==> config.mk <==
export PLATFORM = sky130hd
export DESIGN_NAME = fc_isolate
export DESIGN_NICKNAME = d
export VERILOG_FILES = /design/src/rtl/fciso_pkg.sv /design/src/rtl/fciso_ctl.sv /design/src/rtl/fciso_dp.sv /design/src/rtl/fc_isolate.sv
export SDC_FILE = /design/constraint.sdc
export NUM_CORES = 1
export LEC_CHECK = 0
export CORE_AREA = 5 5 42 44
export DETAILED_ROUTE_END_ITERATION = 8
export DIE_AREA = 0 0 47 49
export SETUP_SLACK_MARGIN = 0.5
export SKIP_LAST_GASP = 1
export SYNTH_ARGS = -nofsm -noshare
export SYNTH_HDL_FRONTEND = slang
export SYNTH_HIERARCHICAL = 1
export SYNTH_SLANG_ARGS = --single-unit
==> constraint.sdc <==
create_clock -name clk -period 3.7 [get_ports clk]
set_input_delay 0.74 -clock clk [delete_from_list [all_inputs] [get_ports clk]]
set_output_delay 0.74 -clock clk [all_outputs]
set_load 0.005 [all_outputs]
==> src/rtl/fciso_pkg.sv <==
package fciso_pkg;
  typedef struct packed {
    logic countFalse;
    logic clearRun;
    logic clearCount;
    logic setIsoIrq;
  } fcStrobe_t;

  typedef enum logic {
    PORT_NORMAL   = 1'b0,
    PORT_ISOLATED = 1'b1
  } portState_t;
endpackage

==> src/rtl/fciso_ctl.sv <==
module fciso_ctl
  import fciso_pkg::*;
(
  input  logic      clk,
  input  logic      rstN,
  input  logic      carrierStart,
  input  logic      sdValid,
  input  logic      speed100,
  input  logic      readClr,
  input  logic      runAtLimit,
  output fcStrobe_t strb,
  output logic      isolated
);
  portState_t state, stateNext;
  logic falseEvt, validEvt;

  assign falseEvt = carrierStart && !sdValid && speed100;
  assign validEvt = carrierStart && sdValid && speed100;

  always_comb begin
    strb.countFalse = falseEvt;
    strb.clearRun   = validEvt || !speed100;
    strb.clearCount = readClr;
    strb.setIsoIrq  = (state == PORT_NORMAL) && falseEvt && runAtLimit;
  end

  always_comb begin
    stateNext = state;
    case (state)
      PORT_NORMAL:   if (strb.setIsoIrq) stateNext = PORT_ISOLATED;
      PORT_ISOLATED: if (!speed100 || validEvt) stateNext = PORT_NORMAL;
      default:       stateNext = PORT_NORMAL;
    endcase
  end

  always_ff @(posedge clk) begin
    if (!rstN) state <= PORT_NORMAL;
    else       state <= stateNext;
  end

  assign isolated = (state == PORT_ISOLATED);


  speed_drop_chk: assert property (@(posedge clk) disable iff (!rstN)
    (isolated && !speed100) |=> !isolated);

  iso_entry_chk: assert property (@(posedge clk) disable iff (!rstN)
    (!isolated && speed100 && carrierStart && !sdValid && runAtLimit) |=> isolated);

  iso_exit_chk: assert property (@(posedge clk) disable iff (!rstN)
    (isolated && speed100 && carrierStart && sdValid) |=> !isolated);
endmodule

==> src/rtl/fciso_dp.sv <==
module fciso_dp
  import fciso_pkg::*;
#(
  parameter int CNT_W     = 4,
  parameter int ISO_LIMIT = 2,
  parameter int FC_HIGH   = 8
) (
  input  logic             clk,
  input  logic             rstN,
  input  fcStrobe_t        strb,
  output logic             runAtLimit,
  output logic [CNT_W-1:0] fcCount,
  output logic             isoIrq,
  output logic             fcHighIrq
);
  localparam int RUN_MAX = ISO_LIMIT + 1;
  localparam int RUN_W   = $clog2(RUN_MAX + 1);
  localparam logic [CNT_W-1:0] CNT_MAX = {CNT_W{1'b1}};

  logic [RUN_W-1:0] runLen;
  logic [CNT_W-1:0] countNext;

  always_ff @(posedge clk) begin
    if (!rstN)                 runLen <= '0;
    else if (strb.clearRun)    runLen <= '0;
    else if (strb.countFalse && runLen != RUN_W'(RUN_MAX))
                               runLen <= runLen + 1'b1;
  end

  assign runAtLimit = (runLen >= RUN_W'(ISO_LIMIT));

  always_comb begin
    if (strb.clearCount)
      countNext = strb.countFalse ? CNT_W'(1) : '0;
    else if (strb.countFalse && fcCount != CNT_MAX)
      countNext = fcCount + 1'b1;
    else
      countNext = fcCount;
  end

  always_ff @(posedge clk) begin
    if (!rstN) begin
      fcCount   <= '0;
      isoIrq    <= 1'b0;
      fcHighIrq <= 1'b0;
    end else begin
      fcCount <= countNext;
      if (strb.setIsoIrq)       isoIrq <= 1'b1;
      else if (strb.clearCount) isoIrq <= 1'b0;
      if (strb.countFalse && countNext >= CNT_W'(FC_HIGH)) fcHighIrq <= 1'b1;
      else if (strb.clearCount)                            fcHighIrq <= 1'b0;
    end
  end


  count_mono_chk: assert property (@(posedge clk) disable iff (!rstN)
    !strb.clearCount |=> fcCount >= $past(fcCount));

  count_sat_chk: assert property (@(posedge clk) disable iff (!rstN)
    (fcCount == CNT_MAX && !strb.clearCount) |=> fcCount == CNT_MAX);

  iso_irq_hold_chk: assert property (@(posedge clk) disable iff (!rstN)
    (isoIrq && !strb.clearCount) |=> isoIrq);

  high_irq_hold_chk: assert property (@(posedge clk) disable iff (!rstN)
    (fcHighIrq && !strb.clearCount) |=> fcHighIrq);
endmodule

==> src/rtl/fc_isolate.sv <==
module fc_isolate
  import fciso_pkg::*;
#(
  parameter int CNT_W     = 4,
  parameter int ISO_LIMIT = 2,
  parameter int FC_HIGH   = 8
) (
  input  logic             clk,
  input  logic             rstN,
  input  logic             carrierStart,
  input  logic             sdValid,
  input  logic             speed100,
  input  logic             readClr,
  output logic             isolated,
  output logic [CNT_W-1:0] fcCount,
  output logic             isoIrq,
  output logic             fcHighIrq
);
  fcStrobe_t strb;
  logic      runAtLimit;

  fciso_ctl u_ctl (
    .clk(clk), .rstN(rstN), .carrierStart(carrierStart), .sdValid(sdValid),
    .speed100(speed100), .readClr(readClr), .runAtLimit(runAtLimit),
    .strb(strb), .isolated(isolated)
  );

  fciso_dp #(.CNT_W(CNT_W), .ISO_LIMIT(ISO_LIMIT), .FC_HIGH(FC_HIGH)) u_dp (
    .clk(clk), .rstN(rstN), .strb(strb), .runAtLimit(runAtLimit),
    .fcCount(fcCount), .isoIrq(isoIrq), .fcHighIrq(fcHighIrq)
  );


  reset_clear_chk: assert property (@(posedge clk)
    !rstN |=> (!isolated && fcCount == '0 && !isoIrq && !fcHighIrq));
endmodule

==> implementation parameters <==
Parameter                              Value

Worst setup path
  Bufs and invs on worst path ... 1
  Worst Setup End Kind ... primary output
  Worst path max stage delay ... approximately 550 ps
  Arrival time of the worst setup path ... between 1000 and 1500 ps
  Top fanout value on the critical path ... 7
  Critical path's slowest cell ... clkdlybuf4s50_1
  Chain of cells forming the critical path ... clkdlybuf4s50_1
  Required time at the endpoint of the critical path ... 2960 ps
  Critical Path Source Type ... flip-flop
  Top Family by Delay on Critical Path ... buffers and inverters
  Critical path type ... reg -> out

Routing
  Final ANT Viol Nets ... 0
  Wire length reported by the detailed router ... roughly 920 um
  Per-cell via count in the routed design ... about 4.9
  Number of iterations in the first detailed-routing pass ... 3
  Drt initial violations ... 2
  Number of remaining DRC errors ... 0
  Post-detailed-route wirelength per cell ... about 11 um
  Via count ... ~410

Floorplan
  Floorplan die width ... 47 um
  Area of the core region ... 0.00140 mm2
  Number of primary I/O pins ... 13
  Cell row count ... 14
  Starting density of the core ... around 36%
  Die span in y ... slightly below 50 um
  Die area ... 0.00230 mm2

Timing
  Setup skew after layout ... about 7.9 ps
  Final Hold Violating Endpoints ... 0
  Time the worst path needs with I/O delays and setup ... 1990 ps
  Pin slew with the least headroom to its limit ... 307 ps
  Max Freq ... 503 MHz
  Relative max-transition margin ... between 70% and 80%
  Period Utilization, post-route ... approximately 54%
  Final number of setup-violating endpoints ... 0
  Total Negative Setup Slacks ... 0 ps
  Unrepaired setup endpoints after global routing ... no
  Max-slew violations ... 0

Synth
  Syn nets ... between 60 and 70
  Gate count of the mapped netlist ... between 50 and 60
  Arithmetic-cell share of the synthesized area counting full adders, half adders and majority gates ... 7.50%
  Combinational family with the most area after synthesis ... simple AND/OR/NAND/NOR gates
  Ys flop type ... dfxtp_1
  Area contributors post-synth ... dfxtp_1, ha_1, nand2_1
  Mux cell area share after synthesis ... under 10%
  Top-area cell type share of the netlist area ... a little over a third
  Netlist area before placement ... approximately 500 um2
  Synth warn ... 6
  Async set-or-reset flop fraction in the synthesized netlist ... 0%
  Fraction of the mapped netlist area in compound gates ... 15.8%
  Simple-gate share of the synthesized area ... between 30 and 40%
  Post-synthesis register bit count ... 9
  Number of enable-type register cells in the synthesized netlist ... 0
  Synthesized area divided by synthesized cell count ... just over 9 um2
  Cell type contributing the most total cell area after synthesis ... dfxtp_1
  Sequential fraction of the synthesis area ... a little over a third
  Area share of xor/xnor cells in the synthesized design ... 1.75%
  Number of different library cells in the post-synthesis netlist ... 29

Global route
  Aggregate global-route resource usage ... 9.32%
  Maximum number of pins on one net before global-route repair ... 11
  GRT overflow ... 0
  Number of antenna violations at the first check in global routing ... 0
  Vias in the first global route ... roughly 390
  Wire length of the first global-routing pass ... roughly 1.6 mm

Clock network
  Clock buffers created by TritonCTS ... 3
  Number of H-tree branching levels ... 1
  Clock buffer depth ... 2
  Root Driver ... clkbuf_4
  CTS-repair resized insts ... 0
  Post-CTS setup buffer count ... 0
  CTS tree ... done
  Number of clock sinks ... 9
  Clock-pin slew of the registers on the worst-case setup and hold paths ... roughly 70 ps
  Clk_lat worst skew ... around 260 ps
  Hold_buf cts ... 0

Placement
  Weighted congestion reported at the end of routability-driven placement ... 0.751
  HPWL Detailed ... around 720 um
  Post-placement cell count ... 80
  Buffers on Ports ... 12

Final layout
  Final nets ... between 70 and 80
  Final-layout fill cell count ... 163
  Layout overhead on the synthesized area ... 28.0%
  Number of diodes added for antenna fixing ... 0
  Share of post-route cells with drive strength above 1 ... about an eighth
  Final cell count without fillers ... 84

Power and ir drop
  Leakage power ... 0.000250 uW
  Power per standard cell area ... between 300 and 400 mW/mm2
  Maximum resistive drop on vdd ... about 0.16 mV

Min path
  Type of the worst min-delay path ... reg -> reg

Outcome
  Result of the run ... completed

Job
  Count of max-cap constraint violations ... 0
final cells by class:
cell class                 count  area [um2]  area share [%]
sequential                     9         180            28.1
clock buffer                   4        26.3            4.10
timing repair buffer          12         120            18.7
tap                           16        20.0            3.13
multi-input combinational     41         287            44.7
inverter                       2        7.51            1.17
cells by family (layout without fill, tap and decap cells):
group	Yosys count	after routing
AOI/OAI and AO/OA	12	12
xor gates and xnor gates	1	1
adders and majority gates	3	3
buffers and inverters	5	18
DFF	9	9
muxes	1	1
and+or+nand+nor	24	24
layer usage:
metal	GRT usage, %	wire length (um)
met1	11.3	423
met2	12.9	404
met3	4.43	94
met4	5.53	0
met5	0	0
flip-flops by register name, summed over array words and instances (netlist names):
signal	count
u_dp/fcCount	4
u_dp/runLen	2
u_ctl/isolated	1
u_dp/fcHighIrq	1
u_dp/isoIrq	1
worst register-to-register path, cell delays in order (launching register included):
cell and delay [ps]:
dfxtp_1 360, inv_1 60, ha_1 180, or2_2 290
and3b_1 170, o21a_1 180
metrics by stage:
step | util, % | worst slack (ps) | total power, uW | instance area (um2) | hold WS (ps)
floorplan | - | 2050 | 112 | 500 | 493
finish | 45.7 | 1710 | 192 | 641 | 506
global route | 45.7 | 1650 | 204 | 641 | 550
detailed placement | 43.8 | 1520 | 119 | 614 | 506
global placement | 43.8 | 1550 | 119 | 614 | 505
CTS | 45.7 | 1690 | 197 | 641 | 516
cell usage after synthesis, types with 2 or more instances:
library cell  number
nor2_1             5
inv_1              2
nand2_1            6
ha_1               3
dfxtp_1            9
buf_4              2
and3b_1            2
o21ai_0            3
a21oi_1            3
cell usage in the layout (no fill, tap or decap), drive strengths merged, types with 2 or more instances in the layout:
| cell | n |
|---|---|
| nand2 | 6 |
| inv | 2 |
| dfxtp | 9 |
| nor2b | 2 |
| ha | 3 |
| clkbuf | 4 |
| and3b | 2 |
| a21oi | 3 |
| a211oi | 2 |
| clkdlybuf4s50 | 12 |
| o21ai | 3 |
| nor2 | 5 |
path summary, 6_finish.rpt:
check / from / end / slack, ps / cells after the start
max: u_dp/fcCount[2]$_SDFF_PN0_ / fcCount[2] / 1710 / 1
min: u_dp/fcCount[1]$_SDFF_PN0_ / u_dp/fcCount[1]$_SDFF_PN0_ / 510 / 2
max reg2reg: u_dp/runLen[0]$_SDFFE_PP0P_ / u_dp/isoIrq$_SDFFE_PN0P_ / 2340 / 5
min reg2reg: u_dp/fcCount[1]$_SDFF_PN0_ / u_dp/fcCount[1]$_SDFF_PN0_ / 510 / 2
power breakdown:
part,internal [uW],total [uW],switching [uW]
Sequential,97.8,98.8,0.989
Clock,41.5,75.9,34.4
Combinational,10.2,17.7,7.45
Power figures use the tool's default switching activity.
